===== config.mk =====
export PLATFORM = sky130hd
export DESIGN_NAME = seqcmd_detect
export DESIGN_NICKNAME = d
export VERILOG_FILES = /design/src/rtl/seqcmd_pkg.sv /design/src/rtl/seqcmd_addr_match.sv /design/src/rtl/seqcmd_chain.sv /design/src/rtl/seqcmd_guard.sv /design/src/rtl/seqcmd_detect.sv
export SDC_FILE = /design/constraint.sdc
export NUM_CORES = 1
export LEC_CHECK = 0
export BUFFER_PORTS_ARGS = -buffer_cell sky130_fd_sc_hd__buf_2
export CAP_MARGIN = 20
export CORE_UTILIZATION = 45
export CTS_CLUSTER_SIZE = 40
export DETAILED_ROUTE_END_ITERATION = 10
export GPL_TIMING_DRIVEN = 0
export PLACE_DENSITY = 0.74
export SLEW_MARGIN = 30
export SYNTH_ARGS = -nofsm -noshare
export SYNTH_HDL_FRONTEND = slang
export SYNTH_HIERARCHICAL = 1
export SYNTH_SLANG_ARGS = --single-unit

===== constraint.sdc =====
create_clock -name clk -period 3.5 [get_ports clk]
set_input_delay 0.525 -clock clk [delete_from_list [all_inputs] [get_ports clk]]
set_output_delay 0.525 -clock clk [all_outputs]
set_load 0.05 [all_outputs]

===== src/rtl/seqcmd_pkg.sv =====
package seqcmd_pkg;

  localparam int SEQ_STEPS = 6;
  localparam int SHARED_STEPS = SEQ_STEPS - 1;

  typedef enum logic [1:0] {
    CMD_NONE   = 2'd0,
    CMD_STORE  = 2'd1,
    CMD_RECALL = 2'd2
  } cmd_e;

  localparam logic [14:0] STORE_KEY  = 15'h0FC0;
  localparam logic [14:0] RECALL_KEY = 15'h0C63;

  // Address expected at each shared step, in sequence order.
  function automatic logic [14:0] shared_key(input int idx);
    case (idx)
      0:       shared_key = 15'h0E38;
      1:       shared_key = 15'h31C7;
      2:       shared_key = 15'h03E0;
      3:       shared_key = 15'h3C1F;
      4:       shared_key = 15'h303F;
      default: shared_key = 15'h0000;
    endcase
  endfunction

endpackage


===== src/rtl/seqcmd_addr_match.sv =====
module seqcmd_addr_match
  import seqcmd_pkg::*;
#(
  parameter int ADDR_W   = 15,
  parameter int N_SHARED = SHARED_STEPS
) (
  input  logic [ADDR_W-1:0]   bus_addr,
  output logic [N_SHARED-1:0] hit_shared,
  output logic                hit_store,
  output logic                hit_recall
);

  // One comparator per shared step.
  for (genvar g = 0; g < N_SHARED; g++) begin : g_cmp
    assign hit_shared[g] = (bus_addr == ADDR_W'(shared_key(g)));
  end

  assign hit_store  = (bus_addr == ADDR_W'(STORE_KEY));
  assign hit_recall = (bus_addr == ADDR_W'(RECALL_KEY));

endmodule


===== src/rtl/seqcmd_chain.sv =====
module seqcmd_chain
  import seqcmd_pkg::*;
#(
  parameter int N_SHARED = SHARED_STEPS,
  localparam int CW      = $clog2(N_SHARED + 1)
) (
  input  logic                clk,
  input  logic                rst_n,
  input  logic                rd_stb,
  input  logic                wr_stb,
  input  logic                locked,
  input  logic [N_SHARED-1:0] hit_shared,
  input  logic                hit_store,
  input  logic                hit_recall,
  output cmd_e                fire
);

  logic [CW-1:0] depth;
  logic [CW-1:0] depth_nxt;
  logic          act_rd;
  logic          act_wr;
  logic          at_final;
  logic          exp_hit;

  assign act_wr   = wr_stb && !locked;
  assign act_rd   = rd_stb && !wr_stb && !locked;
  assign at_final = (depth == CW'(N_SHARED));

  always_comb begin
    exp_hit = 1'b0;
    for (int i = 0; i < N_SHARED; i++) begin
      if (depth == CW'(i)) exp_hit = hit_shared[i];
    end
  end

  always_comb begin
    fire = CMD_NONE;
    if (act_rd && at_final) begin
      if (hit_store)       fire = CMD_STORE;
      else if (hit_recall) fire = CMD_RECALL;
    end
  end

  always_comb begin
    depth_nxt = depth;
    if (act_wr) begin
      depth_nxt = '0;
    end else if (act_rd) begin
      if (fire != CMD_NONE)        depth_nxt = '0;
      else if (!at_final && exp_hit) depth_nxt = depth + CW'(1);
      else if (hit_shared[0])      depth_nxt = CW'(1);
      else                         depth_nxt = '0;
    end
  end

  always_ff @(posedge clk or negedge rst_n) begin
    if (!rst_n) depth <= '0;
    else        depth <= depth_nxt;
  end

  // a write on an open port clears the chain
  assert_write_clears_R8: assert property (@(posedge clk) disable iff (!rst_n)
    (wr_stb && !locked) |=> (depth == '0));

  // with no strobe the chain holds, whatever op_done does
  assert_idle_holds_R10: assert property (@(posedge clk) disable iff (!rst_n)
    (!rd_stb && !wr_stb) |=> $stable(depth));

  // the chain sits at its start while the port is blocked
  assert_locked_idle_R6: assert property (@(posedge clk) disable iff (!rst_n)
    locked |-> (depth == '0));

  // depth never exceeds the final step
  assert_depth_bound_R7: assert property (@(posedge clk) disable iff (!rst_n)
    depth <= CW'(N_SHARED));

endmodule


===== src/rtl/seqcmd_guard.sv =====
module seqcmd_guard
  import seqcmd_pkg::*;
(
  input  logic clk,
  input  logic rst_n,
  input  cmd_e fire,
  input  logic op_done,
  output logic store_req,
  output logic recall_req,
  output logic port_disable
);

  always_ff @(posedge clk or negedge rst_n) begin
    if (!rst_n) begin
      store_req    <= 1'b0;
      recall_req   <= 1'b0;
      port_disable <= 1'b0;
    end else begin
      store_req  <= (fire == CMD_STORE);
      recall_req <= (fire == CMD_RECALL);
      if (fire != CMD_NONE)
        port_disable <= 1'b1;
      else if (port_disable && op_done)
        port_disable <= 1'b0;
    end
  end

  assert_req_exclusive_R4: assert property (@(posedge clk) disable iff (!rst_n)
    !(store_req && recall_req));

  assert_store_single_R4: assert property (@(posedge clk) disable iff (!rst_n)
    store_req |=> !store_req);

  assert_recall_single_R4: assert property (@(posedge clk) disable iff (!rst_n)
    recall_req |=> !recall_req);

  assert_lock_with_req_R5: assert property (@(posedge clk) disable iff (!rst_n)
    (store_req || recall_req) |-> port_disable);

  assert_lock_holds_R5: assert property (@(posedge clk) disable iff (!rst_n)
    (port_disable && !op_done) |=> port_disable);

  assert_lock_release_R5: assert property (@(posedge clk) disable iff (!rst_n)
    (port_disable && op_done) |=> !port_disable);

  assert_no_req_locked_R6: assert property (@(posedge clk) disable iff (!rst_n)
    port_disable |=> !(store_req || recall_req));

endmodule


===== src/rtl/seqcmd_detect.sv =====
module seqcmd_detect
  import seqcmd_pkg::*;
#(
  parameter int ADDR_W = 15
) (
  input  logic              clk,
  input  logic              rst_n,
  input  logic [ADDR_W-1:0] bus_addr,
  input  logic              rd_stb,
  input  logic              wr_stb,
  input  logic              op_done,
  output logic              store_req,
  output logic              recall_req,
  output logic              port_disable
);

  localparam int N_SHARED = SHARED_STEPS;

  logic [N_SHARED-1:0] hit_shared;
  logic                hit_store;
  logic                hit_recall;
  cmd_e                fire;

  seqcmd_addr_match #(.ADDR_W(ADDR_W), .N_SHARED(N_SHARED)) u_match (
    .bus_addr   (bus_addr),
    .hit_shared (hit_shared),
    .hit_store  (hit_store),
    .hit_recall (hit_recall)
  );

  seqcmd_chain #(.N_SHARED(N_SHARED)) u_chain (
    .clk        (clk),
    .rst_n      (rst_n),
    .rd_stb     (rd_stb),
    .wr_stb     (wr_stb),
    .locked     (port_disable),
    .hit_shared (hit_shared),
    .hit_store  (hit_store),
    .hit_recall (hit_recall),
    .fire       (fire)
  );

  seqcmd_guard u_guard (
    .clk          (clk),
    .rst_n        (rst_n),
    .fire         (fire),
    .op_done      (op_done),
    .store_req    (store_req),
    .recall_req   (recall_req),
    .port_disable (port_disable)
  );

endmodule


==> results of run 1 <==
==> layer usage <==
| layer | vias to the layer above | part of all wire | global-route usage |
|---|---|---|---|
| met5 | - | 0 | 0 |
| met4 | 0 | 0 | 0 |
| met3 | 0 | 0.031 | 0.0174 |
| met2 | 14 | 0.48 | 0.390 |
| met1 | 259 | 0.49 | 0.276 |
| li1 | 307 | - | - |
==> cell type report <==
type | count | area, sq um | area share
clock buffer | 3 | 22.5 | 0.0302
multi-input combinational | 57 | 428 | 0.573
inverter | 5 | 18.8 | 0.0251
sequential | 6 | 150 | 0.201
tap | 14 | 17.5 | 0.0235
timing repair buffer | 22 | 110 | 0.147
==> power by group through the flow <==
stage	sequential, mW	clock (mW)	combinational, mW
finish	0.0696	0.0614	0.0247
detailed placement	0.0706	0	0.0248
floorplan	0.0707	0	0.00762
global route	0.0695	0.0661	0.0280
global placement	0.0706	0	0.0240
CTS	0.0695	0.0630	0.0248
==> flip-flops by register name, indices dropped and copies added, names as in the netlist <==
register and cells:
u_chain/depth 3, u_guard/port_disable 1, u_guard/recall_req 1, u_guard/store_req 1
==> worst register-to-register path: stages (launching register included) <==
cell and delay (ps):
dfrtp_1 390, inv_1 90, ha_1 250, nand3b_1 180, a2111o_1 410, and2_4 180, o41ai_2 260
==> stage by stage <==
| step | setup WS, ps | cell area, sq um | cells | utilization |
|---|---|---|---|---|
| 2_1_floorplan | 1250 | 597 | 68 | - |
| 3_3_place_gp | 1040 | 724 | 104 | 0.619 |
| 3_5_place_dp | 1000 | 724 | 104 | 0.619 |
| 4_1_cts | 1250 | 747 | 107 | 0.638 |
| 5_1_grt | 1060 | 747 | 107 | 0.638 |
| 6_report | 1240 | 747 | 107 | 0.638 |
==> kinds of logic (layout without fill, tap and decap cells) <==
family / count (synthesis) / count (layout) / share of synthesized area
AND/OR/NAND/NOR: 42 / 42 / 0.472
adder cells (fa/ha/maj): 5 / 5 / 0.105
flip-flops: 6 / 6 / 0.252
AO/OA/AOI/OAI: 10 / 10 / 0.140
buffers and inverters: 5 / 30 / 0.0314
==> path summary, 6_finish.rpt <==
kind / cells after the start / to / startpoint
max: 8 / u_chain/depth[2]$_DFFE_PN0P_ / bus_addr[6]
min: 1 / u_chain/depth[0]$_DFFE_PN0P_ / rst_n
max reg2reg: 6 / u_chain/depth[2]$_DFFE_PN0P_ / u_chain/depth[1]$_DFFE_PN0P_
min reg2reg: 1 / u_chain/depth[1]$_DFFE_PN0P_ / u_chain/depth[1]$_DFFE_PN0P_
max in group asynchronous: 1 / u_guard/store_req$_DFF_PN0_ / rst_n
min in group clk: 2 / u_guard/port_disable$_DFFE_PN0P_ / op_done
==> synthesized netlist by cell type <==
library cell  number
a2111o_1           1
nand2_1            7
nor2b_1            1
and4b_2            1
o41ai_2            1
or4b_4             1
nand3b_1           1
nor3_1             1
or2_2              1
nand3b_4           1
nor3b_1            3
o21ai_0            2
nor4_1             1
o211ai_1           1
and2b_2            2
o211a_1            1
and4b_1            1
and2_4             1
nand3_1            2
a31oi_1            1
inv_1              5
dfrtp_1            6
nand4_1            4
or3b_2             1
o21bai_1           1
a21oi_1            1
ha_1               5
nor2_1             9
nor3_2             1
a32o_1             1
or4_4              1
nand4b_1           1
nor4_2             1
==> flow_summary.json, run 1 <==
{
  "post-cts-setup-buffers": 0,
  "grtUsageTotal": 0.209,
  "tightest_slew_ps": 372,
  "fillers": 117,
  "layout_common_cells": "22 x buf_2, 9 x nor2_1, 7 x nand2_1",
  "syn_area_sq_um": 597,
  "synthTopCellsByArea": "dfrtp_1 25%, ha_1 10%, nor2_1 5.7%",
  "crit_slowest_cell": "or4b_4",
  "grt-ovfl-total": 0,
  "netlist.area_leader.share": 0.252,
  "fin_nets": 120,
  "clockPowerShare": 0.394,
  "wire_per_inst_um": 11.8,
  "seqPwrFrac": 0.447,
  "status": "completed",
  "synthCells": 68,
  "postCtsHoldBufs": 0,
  "core-area_sq_um": 1170,
  "p_int_uw": 120,
  "drive_gt1_frac": 0.398,
  "vias": 580,
  "layout_commonest_cell": "buf_2",
  "grt_max_degree": 8,
  "cts_tree": "done",
  "min_path_type": "in -> async",
  "antenna_found_initial": 0,
  "synth_seq_cells": 6,
  "setup_violations": 0,
  "placementRows": 12,
  "finalSetupTns_ps": 0,
  "rrSetupSlack_ps": 1630,
  "timing.hold.ws_ps": 106,
  "ant_nets": 0,
  "routed_wl_um": 1260,
  "first_pass_iters": 4,
  "crit_fanout": 3,
  "slew_headroom": 0.750,
  "cts-htree-levels": 1,
  "cpPeakStageDelay_ps": 480,
  "die_x_um": 38.4,
  "drt_iter0_markers": 18,
  "start_util": 0.510,
  "drcViolationCount": 0,
  "diodes": 0,
  "grt_pass1_vias": 579,
  "switching_share": 0.227,
  "cts_buffers": 3,
  "path_delay_family": "simple AND/OR/NAND/NOR gates",
  "ys_warn_count": 6,
  "clock_latency_ps": 230,
  "rsz0062_at_grt": "false",
  "peakVddDrop_mv": 0.287,
  "cts_buffer_depth": 2,
  "yosysSeqAreaShare": 0.252,
  "cp-end-kind": "flop",
  "vias_per_cell": 5.42,
  "comb_power_share": 0.159,
  "die_h_um": 38.4,
  "power_density_nw_per_um2": 208,
  "synth_nets": 93,
  "cts_resized": 0,
  "cts-root-buf": "clkbuf_4",
  "fin_skew_ps": 0.389,
  "grt_pass1_wl_um": 2230,
  "arrival_ps": 2390,
  "crit_buf_inv": 1,
  "fmax_mhz": 443,
  "crit_type": "in -> reg",
  "syn_avg_cell_area_sq_um": 8.78,
  "area_growth_syn_to_layout_pct": 25.2,
  "design.die.area_sq_um": 1480,
  "required_ps": 3630,
  "slew_violations": 0,
  "period_share": 0.645,
  "ios": 23,
  "cap_viol_max_count": 0,
  "yosysUniqueCellTypes": 33,
  "cts_sinks": 6,
  "crit_chain": "buf_2, nand3b_4, or4b_4, nor2_1, nand3b_1, a2111o_1, and2_4, o41ai_2",
  "hold_viol_final": 0,
  "leakage_nw": 0.353,
  "yosysTopAreaCell": "dfrtp_1",
  "gp_congestion": 0.799,
  "dpl.hpwl_um": 1090,
  "clk_pin_slew_ps": 50,
  "io_buffers": 22,
  "power_uw": 156,
  "start_kind": "input port",
  "period_minus_slack_ps": 2260,
  "netSwitchingPower_uw": 35.3
}
Power figures use the tool's default switching activity.
==> run 2, diff against run 1 <==
Clock period 3.5 ns to 2.27 ns, I/O delays scaled along.
==> flow_summary.json, run 2 (synthesized netlist as in run 1, its figures left out) <==
{
  "status": "completed",
  "layout_commonest_cell": "buf_2",
  "grt_max_degree": 8,
  "cts_resized": 0,
  "place_ws_ps": -40.7,
  "design.die.area_sq_um": 1480,
  "grt_pass1_wl_um": 2280,
  "drive_gt1_frac": 0.394,
  "cts_buffers": 3,
  "clk_pin_slew_ps": 50,
  "ios": 23,
  "hold_viol_final": 0,
  "wire_per_inst_um": 11.8,
  "area_growth_syn_to_layout_pct": 26.8,
  "cts_sinks": 6,
  "cp-end-kind": "flop",
  "placementRows": 12,
  "layout_setup_ws_ps": 196,
  "start_kind": "input port",
  "vias": 584,
  "fin_nets": 121,
  "fin_skew_ps": 1.70,
  "arrival_ps": 2200,
  "fmax_mhz": 482,
  "drcViolationCount": 0,
  "io_buffers": 22,
  "drt_iter0_markers": 8,
  "period_minus_slack_ps": 2070,
  "clock_latency_ps": 230,
  "die_x_um": 38.4,
  "largest_register_ffs": 3,
  "timing.hold.ws_ps": 284,
  "first_pass_iters": 4,
  "slew_headroom": 0.750,
  "rrSetupSlack_ps": 400,
  "rsz0062_at_grt": "false",
  "max_flop_register": "u_chain/depth",
  "cp-endpoint": "u_chain/depth[2]$_DFFE_PN0P_",
  "dpl.hpwl_um": 1090,
  "min_path_type": "in -> reg",
  "tightest_slew_ps": 372,
  "layout_common_cells": "22 x buf_2, 9 x nor2_1, 7 x nand2_1",
  "rr_endpoint": "u_guard/store_req$_DFF_PN0_",
  "r2r_cells": 4,
  "gp_congestion": 0.799,
  "crit_fanout": 3,
  "cp-startpoint": "bus_addr[6]",
  "cts_tree": "done",
  "grt-ovfl-total": 0,
  "power_density_nw_per_um2": 318,
  "grtUsageTotal": 0.214,
  "leakage_nw": 0.357,
  "start_util": 0.510,
  "r2r-start": "u_guard/port_disable$_DFFE_PN0P_",
  "routed_wl_um": 1270,
  "die_h_um": 38.4,
  "diodes": 0,
  "peakVddDrop_mv": 0.427,
  "cts-htree-levels": 1,
  "antenna_found_initial": 0,
  "cap_viol_max_count": 0,
  "vias_per_cell": 5.41,
  "setup_violations": 0,
  "period_share": 0.914,
  "cts-root-buf": "clkbuf_4",
  "ant_nets": 0,
  "crit_type": "in -> reg",
  "grt_pass1_vias": 589,
  "cts_buffer_depth": 2,
  "slew_violations": 0,
  "core-area_sq_um": 1170,
  "required_ps": 2400
}
run 2: cell count changes in the layout (fill, tap and decap cells not counted), sizes merged:
| cell | change |
|---|---|
| dlygate4sd3 | +1 |
run 2: metal layers:
| metal | wire length [um] | up-vias | GRT usage |
|---|---|---|---|
| li1 | - | 310 | - |
| met1 | 634 | 260 | 0.291 |
| met2 | 601 | 14 | 0.390 |
| met3 | 39 | 0 | 0.0174 |
| met4 | 0 | 0 | 0 |
| met5 | 0 | - | 0 |
run 2: cell type report:
cell class | count | area, sq um
Multi-Input combinational cell | 57 | 428
Fill cell | 116 | 414
Sequential cell | 6 | 150
Timing Repair Buffer | 23 | 120
Clock buffer | 3 | 22.5
Inverter | 5 | 18.8
Tap cell | 14 | 17.5
run 2: timing repair:
item,in CTS,in global routing
hold buffers,1,0
setup buffers,0,0
hold endpoints to repair,6,0
run 2: worst max-delay path, stage by stage:
cell and delay [ps]:
buf_2 100, nand3b_4 150, or4b_4 480, nor2_1 180, nand3b_1 90, a2111o_1 410
and2_4 180, o41ai_2 260
run 2: worst min-delay path by stage:
stage / from / end / slack (ps) / cells past startpoint
final: op_done / u_guard/port_disable$_DFFE_PN0P_ / 280 / 2
after global routing: op_done / u_guard/port_disable$_DFFE_PN0P_ / 300 / 2
after detailed placement: rst_n / u_chain/depth[0]$_DFFE_PN0P_ / 170 / 1
after global placement: rst_n / u_chain/depth[1]$_DFFE_PN0P_ / 170 / 1
after CTS: op_done / u_guard/port_disable$_DFFE_PN0P_ / 280 / 2
after floorplan: rst_n / u_chain/depth[0]$_DFFE_PN0P_ / 40 / 0
run 2: power breakdown:
| group | leakage [nW] | switching (mW) | internal, mW |
|---|---|---|---|
| logic | 0.260 | 0.0197 | 0.0199 |
| clock network | 0.0138 | 0.0345 | 0.0596 |
| registers | 0.0839 | 0.000000775 | 0.107 |
run 2: stage by stage:
step | TNS (ps) | cell area [sq um] | utilization | cells | total power, mW
floorplan | 0 | 597 | - | 68 | 0.121
global route | 0 | 757 | 0.646 | 108 | 0.253
global placement | -8.12 | 724 | 0.619 | 104 | 0.146
finish | 0 | 757 | 0.646 | 108 | 0.241
detailed placement | -40.7 | 724 | 0.619 | 104 | 0.147
CTS | 0 | 757 | 0.646 | 108 | 0.244
==> run 3, diff against run 2 <==
Settings changed: ABC_AREA set to 1, PLACE_DENSITY 0.74 to 0.72.
Clock period 2.27 ns to 2.6 ns, I/O delays scaled along.
==> flow_summary.json, run 3 <==
{
  "status": "completed",
  "layout_commonest_cell": "nand2_1",
  "crit_slowest_cell": "dfrtp_1",
  "netSwitchingPower_uw": 55.8,
  "worst_path_most_repeated_cell": "nand2_1",
  "path_delay_family": "simple AND/OR/NAND/NOR gates",
  "io_buffers": 22,
  "leakage_nw": 0.506,
  "cpPeakStageDelay_ps": 420,
  "clock_latency_ps": 230,
  "cts_resized": 0,
  "clk_pin_slew_ps": 40,
  "setup_violations": 0,
  "area_growth_syn_to_layout_pct": 22.5,
  "grt_busiest_layer": "met2",
  "grt_use_met2": 0.375,
  "place_area_sq_um": 852,
  "synthCells": 137,
  "cap_viol_max_count": 0,
  "grt_use_met3": 0.0259,
  "arrival_ps": 1670,
  "clockPowerShare": 0.363,
  "placementRows": 14,
  "ys.flop_type": "dfrtp_1",
  "cts-root-buf": "clkbuf_4",
  "comb_power_share": 0.213,
  "grt-ovfl-total": 0,
  "dpl.hpwl_um": 1270,
  "ant_nets": 0,
  "peakVddDrop_mv": 0.207,
  "grt_pass1_vias": 754,
  "design.die.area_sq_um": 1770,
  "period_minus_slack_ps": 1500,
  "routed_wl_um": 1460,
  "cts-htree-levels": 1,
  "synth_seq_cells": 6,
  "yosys-top-cells-count": "53 x nand2_1, 30 x nor2_1, 22 x inv_1, 6 x dfrtp_1",
  "finalSetupTns_ps": 0,
  "fin_nets": 190,
  "diodes": 0,
  "hp-start": "op_done",
  "layout_common_cells": "53 x nand2_1, 30 x nor2_1, 22 x buf_2, 22 x inv_1, 6 x dfrtp_1",
  "vias_per_cell": 4.38,
  "ys_warn_count": 6,
  "gp_congestion": 0.875,
  "min_path_type": "in -> reg",
  "fmax_mhz": 667,
  "holdPathStages": 4,
  "crit_type": "reg -> reg",
  "rrSetupSlack_ps": 1100,
  "rsz0062_at_grt": "false",
  "syn_area_sq_um": 722,
  "hold_viol_final": 0,
  "switching_share": 0.252,
  "synth_edf_count": 0,
  "globalRouteMet1Util": 0.199,
  "tightest_slew_ps": 312,
  "drive_gt1_frac": 0.239,
  "crit_chain": "ha_1, ha_1, inv_1, nand2_1, nor2_1, nand2_1, nand2_2, nand2_2, nor2_2, nand2_1, nand2_1",
  "cts_tree": "done",
  "synthTopCellsByArea": "nand2_1 28%, dfrtp_1 21%, nor2_1 16%",
  "vias": 784,
  "yosysTopAreaCell": "nand2_1",
  "cp-end-kind": "flop",
  "min_to": "u_guard/port_disable$_DFFE_PN0P_",
  "yosysMostFrequentCell": "nand2_1",
  "netlist.area_leader.share": 0.276,
  "power_density_nw_per_um2": 250,
  "yosysUniqueCellTypes": 14,
  "die_x_um": 42.1,
  "fin_skew_ps": 1.02,
  "grt_pass1_wl_um": 2620,
  "die_h_um": 42.1,
  "r2r-start": "u_chain/depth[0]$_DFFE_PN0P_",
  "seqPwrFrac": 0.424,
  "required_ps": 2770,
  "cts_buffers": 3,
  "synthArstFlopShare": 1.00,
  "slew_violations": 0,
  "crit_buf_inv": 1,
  "core-area_sq_um": 1510,
  "drt_iter0_markers": 16,
  "syn_avg_cell_area_sq_um": 5.27,
  "antenna_found_initial": 0,
  "grt_max_degree": 7,
  "wire_per_inst_um": 8.17,
  "grtUsageTotal": 0.190,
  "period_share": 0.577,
  "start_util": 0.479,
  "start_kind": "flop",
  "largest_register_ffs": 3,
  "drcViolationCount": 0,
  "rr_endpoint": "u_chain/depth[2]$_DFFE_PN0P_",
  "r2r_cells": 11,
  "cts_sinks": 6,
  "slew_headroom": 0.790,
  "ios": 23,
  "p_int_uw": 165,
  "final_area_sq_um": 885,
  "max_flop_register": "u_chain/depth",
  "crit_fanout": 5,
  "synth_nets": 162,
  "yosysSeqAreaShare": 0.208,
  "first_pass_iters": 4,
  "cts_buffer_depth": 2
}
[run 3: per-stage QoR]
stage,util,cells,hold WS (ps),worst slack [ps],total power [mW]
2_1_floorplan,-,137,94.4,1230,0.117
3_3_place_gp,0.566,175,214,993,0.139
3_5_place_dp,0.566,175,216,957,0.141
4_1_cts,0.587,179,382,1080,0.226
5_1_grt,0.587,179,442,967,0.236
6_report,0.587,179,386,1100,0.221
[run 3: final cells by class]
class | instances | area (sq um)
fill | 160 | 622
clock buffer | 3 | 22.5
multi-input combinational | 103 | 467
inverter | 28 | 105
timing repair buffer | 23 | 120
sequential | 6 | 150
tap | 16 | 20.0
[run 3: metal layers]
metal  wire (um)  vias to the layer above
li1            -                      448
met1         650                      319
met2         758                       17
met3          54                        0
met4           0                        0
met5           0                        -
[run 3: tightest hold or removal path, cell delays in order]
cell and delay [ps]:
buf_2 70, inv_1 30, nand2_1 40, nand2_1 40
[run 3: worst max path at each step]
stage | cells past startpoint | start | to | slack, ps
2_1_floorplan | 10 | u_chain/depth[0]$_DFFE_PN0P_ | u_chain/depth[0]$_DFFE_PN0P_ | 1230
3_3_place_gp | 12 | bus_addr[13] | u_chain/depth[2]$_DFFE_PN0P_ | 990
3_5_place_dp | 12 | bus_addr[13] | u_chain/depth[2]$_DFFE_PN0P_ | 960
4_1_cts | 11 | u_chain/depth[0]$_DFFE_PN0P_ | u_chain/depth[2]$_DFFE_PN0P_ | 1080
5_1_grt | 11 | u_chain/depth[0]$_DFFE_PN0P_ | u_chain/depth[2]$_DFFE_PN0P_ | 970
6_report | 11 | u_chain/depth[0]$_DFFE_PN0P_ | u_chain/depth[2]$_DFFE_PN0P_ | 1100
[run 3: logic make-up (layout without fill, tap and decap cells)]
family | Yosys count | in the layout | synth area share
compound gates | 3 | 3 | 0.0243
fa+ha+maj | 5 | 5 | 0.0867
buf+inv | 28 | 54 | 0.146
flops | 6 | 6 | 0.208
simple gates | 95 | 95 | 0.536
[run 3: timing repair]
item	in CTS	in global routing
hold buffers	1	0
hold endpoints to repair	6	0
setup endpoints to repair	0	0
buffers inserted	0	0
[run 3: power by group through the flow]
stage	Sequential (mW)	Combinational (mW)	Clock (mW)
finish	0.0938	0.0470	0.0803
global route	0.0936	0.0550	0.0874
CTS	0.0937	0.0474	0.0847
detailed placement	0.0951	0.0460	0
global placement	0.0951	0.0444	0
floorplan	0.0951	0.0219	0
